[config.mk]
export PLATFORM = sky130hd
export DESIGN_NAME = bl_mailbox_responder
export DESIGN_NICKNAME = d
export VERILOG_FILES = /design/src/rtl/bl_mailbox_pkg.sv /design/src/rtl/bl_index_ctr.sv /design/src/rtl/bl_index_cmp.sv /design/src/rtl/bl_ptr_reg.sv /design/src/rtl/bl_mailbox_responder.sv
export SDC_FILE = /design/constraint.sdc
export NUM_CORES = 1
export LEC_CHECK = 0
export ABC_AREA = 0
export ABC_CLOCK_PERIOD_IN_PS = 6820
export BUFFER_PORTS_ARGS = -buffer_cell sky130_fd_sc_hd__buf_2
export CAP_MARGIN = 20
export CORE_MARGIN = 2
export CORE_UTILIZATION = 58
export CTS_BUF_LIST = sky130_fd_sc_hd__clkbuf_8 sky130_fd_sc_hd__clkbuf_16
export CTS_CLUSTER_DIAMETER = 150
export DETAILED_ROUTE_END_ITERATION = 8
export GPL_TIMING_DRIVEN = 1
export HOLD_SLACK_MARGIN = 0.02
export PLACE_DENSITY = 0.92
export SETUP_SLACK_MARGIN = 0.05
export SLEW_MARGIN = 20
export SYNTH_ARGS = -nofsm -noshare
export SYNTH_HDL_FRONTEND = slang
export SYNTH_SLANG_ARGS = --single-unit
export TNS_END_PERCENT = 30
[constraint.sdc]
create_clock -name clk -period 6.82 [get_ports clk]
set_input_delay 0.682 -clock clk [delete_from_list [all_inputs] [get_ports clk]]
set_output_delay 0.682 -clock clk [all_outputs]
set_load 0.005 [all_outputs]
[src/rtl/bl_mailbox_pkg.sv]
// Shared types for the mailbox boot loader responder.
// Assumes: one state register in the top module uses this enum.
package bl_mailbox_pkg;

    // Protocol phase of the responder.
    typedef enum logic [1:0] {
        ST_SIG  = 2'd0,   // signature shown, waiting for start code
        ST_ARM  = 2'd1,   // block opened, waiting for index 0
        ST_XFER = 2'd2,   // bytes flowing, end detection active
        ST_RUN  = 2'd3    // execute request held until reset
    } bl_state_t;

endpackage

[src/rtl/bl_index_ctr.sv]
// Expected-index counter of the responder.
// Clears to zero at reset or on request, and steps by one on request.
// Assumes: clr and inc are never asserted together by the caller.
module bl_index_ctr #(
    parameter int IDX_W = 8
) (
    input  logic             clk,
    input  logic             rst_n,
    input  logic             clr,
    input  logic             inc,
    output logic [IDX_W-1:0] idx
);

    // Hold, clear or step the expected index.
    always_ff @(posedge clk) begin
        if (!rst_n || clr) begin
            idx <= '0;
        end else if (inc) begin
            idx <= idx + 1'b1;
        end
    end

endmodule

[src/rtl/bl_index_cmp.sv]
// Compares the host index with the expected index.
// hit:  the host offers exactly the expected byte.
// past: the host index lies ahead, because the sign bit of
//       (expected - host) is set, taken modulo 2**IDX_W.
// Assumes: purely combinational, inputs are registered or stable levels.
module bl_index_cmp #(
    parameter int IDX_W = 8
) (
    input  logic [IDX_W-1:0] expected,
    input  logic [IDX_W-1:0] host_idx,
    output logic             hit,
    output logic             past
);

    localparam logic [IDX_W-1:0] SIGN_MASK = {1'b1, {(IDX_W-1){1'b0}}};

    logic [IDX_W-1:0] gap;

    // Difference of the two indices and its sign.
    always_comb begin
        gap  = expected - host_idx;
        hit  = (gap == '0);
        past = ((gap & SIGN_MASK) != '0);
    end

endmodule

[src/rtl/bl_ptr_reg.sv]
// RAM pointer kept inside the responder.
// Loads a new address or post-increments, wrapping at 2**ADDR_W.
// Assumes: load takes priority over inc.
module bl_ptr_reg #(
    parameter int ADDR_W = 16
) (
    input  logic              clk,
    input  logic              rst_n,
    input  logic              load,
    input  logic [ADDR_W-1:0] load_val,
    input  logic              inc,
    output logic [ADDR_W-1:0] ptr
);

    // Hold, load or step the pointer.
    always_ff @(posedge clk) begin
        if (!rst_n) begin
            ptr <= '0;
        end else if (load) begin
            ptr <= load_val;
        end else if (inc) begin
            ptr <= ptr + 1'b1;
        end
    end

endmodule

[src/rtl/bl_mailbox_responder.sv]
// Mailbox boot loader responder, top level.
// Polls four host-written mailbox levels every clock, shows a signature,
// takes a destination address, stores indexed bytes through a RAM write
// port, and ends a block when the host index jumps ahead of the expected
// one. At end of block a zero selector raises a held execute request,
// and a nonzero selector opens a new block.
// Assumes: the host keeps each mailbox level stable until it sees the echo,
// and ADDR_W is at most 16. All outputs are registered.
module bl_mailbox_responder #(
    parameter int          ADDR_W     = 16,
    parameter logic [7:0]  SIG_LO     = 8'hAA,
    parameter logic [7:0]  SIG_HI     = 8'hBB,
    parameter logic [7:0]  START_CODE = 8'hCC
) (
    input  logic              clk,
    input  logic              rst_n,
    input  logic [7:0]        host_p0,
    input  logic [7:0]        host_p1,
    input  logic [7:0]        host_p2,
    input  logic [7:0]        host_p3,
    output logic [7:0]        echo_p0,
    output logic [7:0]        echo_p1,
    output logic              ram_we,
    output logic [ADDR_W-1:0] ram_addr,
    output logic [7:0]        ram_wdata,
    output logic              exec_req,
    output logic [ADDR_W-1:0] exec_addr
);
    import bl_mailbox_pkg::*;

    localparam int IDX_W = 8;

    bl_state_t         st, st_nxt;
    logic [IDX_W-1:0]  idx;
    logic [ADDR_W-1:0] ptr;
    logic [ADDR_W-1:0] host_addr;
    logic              idx_hit, idx_past;
    logic              ptr_load, ptr_inc, idx_clr, idx_inc;
    logic              take_byte, end_block, go_exec;

    assign host_addr = ADDR_W'({host_p3, host_p2});

    bl_index_ctr #(.IDX_W(IDX_W)) i_ctr (
        .clk   (clk),
        .rst_n (rst_n),
        .clr   (idx_clr),
        .inc   (idx_inc),
        .idx   (idx)
    );

    bl_index_cmp #(.IDX_W(IDX_W)) i_cmp (
        .expected (idx),
        .host_idx (host_p0),
        .hit      (idx_hit),
        .past     (idx_past)
    );

    bl_ptr_reg #(.ADDR_W(ADDR_W)) i_ptr (
        .clk      (clk),
        .rst_n    (rst_n),
        .load     (ptr_load),
        .load_val (host_addr),
        .inc      (ptr_inc),
        .ptr      (ptr)
    );

    // Decide this cycle's protocol action from state and mailbox levels.
    always_comb begin
        st_nxt    = st;
        take_byte = 1'b0;
        end_block = 1'b0;
        go_exec   = 1'b0;
        ptr_load  = 1'b0;
        idx_clr   = 1'b0;
        unique case (st)
            ST_SIG: begin
                if (host_p0 == START_CODE) begin
                    ptr_load = 1'b1;
                    idx_clr  = 1'b1;
                    st_nxt   = ST_ARM;
                end
            end
            ST_ARM: begin
                if (idx_hit) begin
                    take_byte = 1'b1;
                    st_nxt    = ST_XFER;
                end
            end
            ST_XFER: begin
                if (idx_hit) begin
                    take_byte = 1'b1;
                end else if (idx_past) begin
                    end_block = 1'b1;
                    ptr_load  = 1'b1;
                    idx_clr   = 1'b1;
                    go_exec   = (host_p1 == 8'h00);
                    st_nxt    = go_exec ? ST_RUN : ST_ARM;
                end
            end
            ST_RUN: begin
                st_nxt = ST_RUN;
            end
            default: st_nxt = ST_SIG;
        endcase
        ptr_inc = take_byte;
        idx_inc = take_byte;
    end

    // Protocol state register.
    always_ff @(posedge clk) begin
        if (!rst_n) begin
            st <= ST_SIG;
        end else begin
            st <= st_nxt;
        end
    end

    // Echo registers: signature, start code, then index echoes.
    always_ff @(posedge clk) begin
        if (!rst_n) begin
            echo_p0 <= SIG_LO;
            echo_p1 <= SIG_HI;
        end else if (st == ST_SIG && host_p0 == START_CODE) begin
            echo_p0 <= START_CODE;
            echo_p1 <= 8'h00;
        end else if (take_byte || end_block) begin
            echo_p0 <= host_p0;
        end
    end

    // RAM write port: one-cycle strobe per accepted byte.
    always_ff @(posedge clk) begin
        if (!rst_n) begin
            ram_we    <= 1'b0;
            ram_addr  <= '0;
            ram_wdata <= 8'h00;
        end else begin
            ram_we <= take_byte;
            if (take_byte) begin
                ram_addr  <= ptr;
                ram_wdata <= host_p1;
            end
        end
    end

    // Execute request: raised at a zero-selector end, held until reset.
    always_ff @(posedge clk) begin
        if (!rst_n) begin
            exec_req  <= 1'b0;
            exec_addr <= '0;
        end else if (go_exec) begin
            exec_req  <= 1'b1;
            exec_addr <= host_addr;
        end
    end

endmodule

# Yosys cells after proc, flatten, opt, wreduce, memory -nomap -nowiden
# Cells that the tools add are included.
[op_classes]
addsub = 3
eq_ne = 8
n_mux = 20
bitwise = 1
n_reduce_logical = 12
[op_table]
columns = ["cell", "count"]
rows = [
  ["$mux 16", 2],
  ["$add 16x1->16 const B", 1],
  ["$logic_not 8->1", 2],
  ["$mux 7", 2],
  ["$mux 2", 5],
  ["$mux 1", 9],
  ["$add 8x1->8 const B", 1],
  ["$eq 8x8->1 const B", 1],
  ["$pmux 2 s4", 1],
  ["$sub 8x8->8", 1],
  ["$eq 2x2->1 const B", 2],
  ["$ne 2x1->1 const B", 2],
  ["$ne 2x2->1 const B", 2],
  ["$reduce_and 4->1", 1],
  ["$reduce_bool 2->1", 2],
  ["$reduce_or 2->1", 2],
  ["$eq 2x1->1 const B", 1],
  ["$logic_not 2->1", 1],
  ["$logic_or 1x1->1", 2],
  ["$pmux 1 s2", 1],
  ["$logic_and 1x1->1", 1],
  ["$logic_not 1->1", 1],
  ["$not 1->1", 1],
]
[totals]
reg_bits = 82
input_bits = 34
out_inout_bits = 58

# Longest topological paths before layout
[depth]
depth_word = 7
depth_mapped = 11

# By module
# From an unflattened synthesis, not the netlist that was laid out.
[hier_totals]
cells_unflattened = 417
area_unflattened_um2 = 3702.3
[by_module_without_submodules]
columns = ["mod", "n_inst", "cells_per_inst", "area_per_inst_um2", "seq_area_each_um2"]
rows = [
  ["bl_mailbox_responder", 1, 232, 2097.0, 1061.0],
  ["bl_ptr_reg", 1, 99, 919.6, 320.3],
  ["bl_index_ctr", 1, 38, 345.3, 160.2],
  ["bl_index_cmp", 1, 48, 340.3, 0.0],
]

# Worst setup path before layout
# Ideal clock, no wire load.
[synth_timing]
path_kind = "input to register"
start = "input port host_p0[3]"
end = "register i_ptr.ptr[3]"
setup_time_ps = 74
arrival_time_ps = 3108
path_slack_ps = 3638
path_stages = 9
cell_sequence = "inv_1 -> ha_1 -> o21a_1 -> or3_1 -> a2111o_1 -> a2111o_1 -> buf_6 -> or4_1 -> a31oi_1"
[synth_between]
elab_chain_cells = 5
word_cells_on_any_way = 11
[synth_rtl]
columns = ["element", "line", "text"]
rows = [
  ["start: declaration", "bl_mailbox_responder.sv:17", "input logic [7:0] host_p0,"],
  ["$sub 8x8->8", "bl_index_cmp.sv:21", "gap = expected - host_idx;"],
  ["$logic_not 8->1 / $mux 1 (equally long branches)", "bl_index_cmp.sv:22, bl_mailbox_responder.sv:92", ""],
  ["$mux 1 (on tied branches)", "bl_mailbox_responder.sv:90, bl_mailbox_responder.sv:84", ""],
  ["$pmux 1 s2 / $mux 1 (equally long branches)", "-", ""],
  ["$mux 16 / $reduce_bool 2->1 (equally long branches)", "-", ""],
  ["end signal: assignment", "bl_ptr_reg.sv:20", "ptr <= load_val;"],
  ["end signal: assignment", "bl_ptr_reg.sv:22", "ptr <= ptr + 1'b1;"],
  ["end: declaration", "bl_ptr_reg.sv:12", "output logic [ADDR_W-1:0] ptr"],
]
# Several ways; a longest one is shown, not always the timed one.
# A chain may end at the register's enable or synchronous reset.

# Worst setup path in the final report
[layout_timing]
start = "register i_ctr.idx[0]"
end = "register i_ptr.ptr[5]"
[layout_between]
elab_chain_cells = 5
word_cells_on_any_way = 9
[layout_rtl]
columns = ["element", "line", "text"]
rows = [
  ["start: declaration", "bl_index_ctr.sv:11", "output logic [IDX_W-1:0] idx"],
  ["start signal: assignment", "bl_index_ctr.sv:19", "idx <= idx + 1'b1;"],
  ["$sub 8x8->8 *", "bl_index_cmp.sv:21", ""],
  ["$logic_not 8->1 / $mux 1 (equally long branches)", "bl_index_cmp.sv:22, bl_mailbox_responder.sv:92", ""],
  ["$mux 1 (on tied branches)", "bl_mailbox_responder.sv:90, bl_mailbox_responder.sv:84", ""],
  ["$pmux 1 s2 / $mux 1 (equally long branches)", "-", ""],
  ["$mux 16 / $reduce_bool 2->1 (equally long branches)", "-", ""],
]
# Mark *: on every way between the ends. The rest lies on a longest branch, timed or not.

==> qor.yml <==
status: "complete, no violations"
via_per_inst: 6.333
r2r_end: "i_ptr.ptr[5]"
crit_arrival_ns: 3.63
hpwl_um: 7152
drt-total-wl_um: 10250
antenna_found_initial: 0
critPathCaptureType: "register"
async_flop_share_pct: 0
period_share_pct: 49.07
core_area_mm2: 0.006719
ff2ff_setup_slack_ns: 3.47
min_to: "exec_req"
reg2reg_depth: 10
cp_top_family: "compound AO/OA/AOI/OAI gates"
worstSetupPathType: "register to register"
highest_layer: "met4"
fin_worst_skew_ns: 0.01315
p_leak_nw: 1.769
num_antenna_cells: 0
cts_root_buf: "clkbuf_8"
fin_crit_ns: 3.346
drt_iter0_drc: 199
worstMarginPinSlew_ns: 0.9350
grt_start_max_net_pins: 64
relSlewSlack_pct: 36.05
synth_area_leaders: "dfxtp_1, mux2i_1, o21ai_0"
postSynthAreaPerCell_um2: 8.393
yosys_warnings: 0
clk_pin_slew_ns: 0.08
startpoint_type: "register"
setup_viol: 0
area.growth.synth_to_final_pct: 15.66
grt_pass1_vias: 3629
yosysSeqAreaShare_pct: 38.83
start_util_pct: 59.09
ys_ff_latch: 77
cts_setup_buffers: 0
dieArea_mm2: 0.007523
grt_pass1_wl_um: 16690
timing.hold.ws_ns: 0.4700
ioPinCount: 92
syn-instance-count: 473
synth_flop_cell: "dfxtp_1"
ant_nets: 0
power.density_mw_per_mm2: 206.0
cts_buffers: 9
grtUsageTotal_pct: 27.88
hold_start: "exec_req"
wl_met3_um: 574
reg2reg_from: "i_ctr.idx[0]"
worstPathRequired_ns: 7.11
cts_resized: 0
syn_area_mm2: 0.003970
met2_length_um: 5230
via_count: 3971
hold_buffers: 0
hold_viol_final: 0
io_buffers: 89
rows: 30
cts_htree_levels: 3
grt_remaining_overflow: 0
gp_congestion: 0.9396
cp_cell_sequence: "inv_1, ha_1, fa_1, nor2b_1, o21a_1, o211ai_1, a2111o_1, buf_4, or4_1, a31oi_1"
hold_class: "register to register"
finalMaxSlewViolations: 0
cts_tree: "done"
cts.path.max_buffers: 2
netlist.area_leader.share_pct: 38.83
wl_met1_um: 4083
synth-edff-count: 0
drv_cap: 0
drive_above_1_share_pct: 21.57
cp_max_fo: 63
rsz0062_at_grt: "no"
synth_top_cell_by_area: "dfxtp_1"
ys_types: 57
cts_sinks: 77
critPathMaxStageDelay_ns: 0.58
drt-pass1-iter-count: 5
setup_tns_ns: 0
cp.depth: 10
ir_drop_v: 0.0001385
max_freq_mhz: 298.8
final_nets: 590
wire_per_inst_um: 16.34
die_h_um: 86.74
crit_buf_inv: 2
cpMaxStageDelayCell: "or4_1"
post-route-drc-count: 0
worstHoldPathCells: 2
die_w_um: 86.74
clk_latency_ns: 0.36
utilization_pct: 68.34
## synth_stat cells, drive strengths merged (3+ instances only)
| cell type | count |
|---|---|
| a211oi | 5 |
| a21oi | 40 |
| a31oi | 11 |
| and3 | 4 |
| and4 | 6 |
| buf | 13 |
| clkbuf | 25 |
| dfxtp | 77 |
| ha | 13 |
| inv | 18 |
| mux2i | 26 |
| nand2 | 18 |
| nand3 | 40 |
| nand4 | 3 |
| nor2 | 26 |
| nor3 | 14 |
| nor3b | 3 |
| nor4 | 4 |
| o21ai | 50 |
| o31ai | 12 |
| or2 | 3 |
| or3 | 7 |
| or4 | 12 |
## worst max path at each step
stage	end	startpoint	slack, ns
2_1_floorplan	i_ptr.ptr[3]	host_p0[3]	3.64
3_3_place_gp	i_ptr.ptr[4]	host_p0[3]	3.34
3_5_place_dp	i_ptr.ptr[5]	host_p0[0]	3.22
4_1_cts	i_ptr.ptr[4]	i_ctr.idx[0]	3.53
5_1_grt	i_ptr.ptr[4]	i_ctr.idx[0]	3.32
6_report	i_ptr.ptr[5]	i_ctr.idx[0]	3.47
## registers in the layout, indices dropped and copies added (netlist names)
signal and count:
exec_addr 16, i_ptr.ptr 16, ram_addr 16, echo_p0 8
i_ctr.idx 8, ram_wdata 8, st 2, echo_p1 1
exec_req 1, ram_we 1
## report_power, final
group / leakage [nW] / switching (mW) / total (mW) / internal [mW]
combinational: 1.05 / 0.0874 / 0.127 / 0.0393
sequential: 0.621 / 0.0124 / 0.471 / 0.459
clock: 0.0937 / 0.178 / 0.348 / 0.170
total: 1.77 / 0.278 / 0.946 / 0.668
## per-layer routing
metal / track usage [%] / vias to the layer above
li1: - / 1896
met1: 33.77 / 1883
met2: 47.41 / 160
met3: 6.095 / 32
met4: 12.36 / 0
met5: 0 / -
## stage by stage
step                      setup WS (ns)  cells  power (mW)  cell area [µm²]
after detailed placement          3.224    611      0.6029             4394
after global placement            3.339    611      0.5973             4394
after floorplan                   3.638    474      0.5629             3974
after global routing              3.319    627      0.9817             4592
final                             3.474    627      0.9461             4592
after CTS                         3.530    627      0.9437             4592
## layout by cell type (no fill, tap or decap), types with 3 or more instances in the layout
cell | Yosys | final
buf_2 | 4 | 89
dfxtp_1 | 77 | 77
o21ai_0 | 49 | 49
a21oi_1 | 40 | 40
nand3_1 | 40 | 40
mux2i_1 | 26 | 26
nor2_1 | 26 | 26
inv_1 | 17 | 18
nand2_1 | 18 | 18
nor3_1 | 14 | 13
ha_1 | 13 | 13
o31ai_1 | 12 | 12
or4_1 | 12 | 12
a31oi_1 | 11 | 11
clkbuf_8 | 0 | 9
or3_1 | 7 | 7
and4_1 | 6 | 6
buf_4 | 7 | 6
a211oi_1 | 5 | 5
nor4_1 | 4 | 4
and3_1 | 4 | 4
or2_2 | 3 | 3
nor3b_1 | 3 | 3
nand4_1 | 3 | 3
clkinvlp_4 | 0 | 3
## layout make-up
class | count | area [µm²]
clock inverters | 7 | 73.82
well taps | 80 | 100.1
inverters | 18 | 67.56
clock buffers | 9 | 123.9
fillers | 558 | 2127
multi-input cells | 341 | 2195
flip-flops and latches | 77 | 1541
repair buffers | 95 | 490.5
## worst min-delay path: stages, from the launching register on
cell,delay (ns)
dfxtp_1,0.33
nor2_1,0.04
nor2_1,0.07
## kinds of logic after synthesis
family	synth area share, %
compound gates	21.68
xor+xnor	0.8826
fa+ha+maj	4.601
buf+inv	6.271
flops	38.83
mux	6.555
other cells	0.09446
simple gates	21.08
Note: power is estimated with default switching activity, not from simulation.
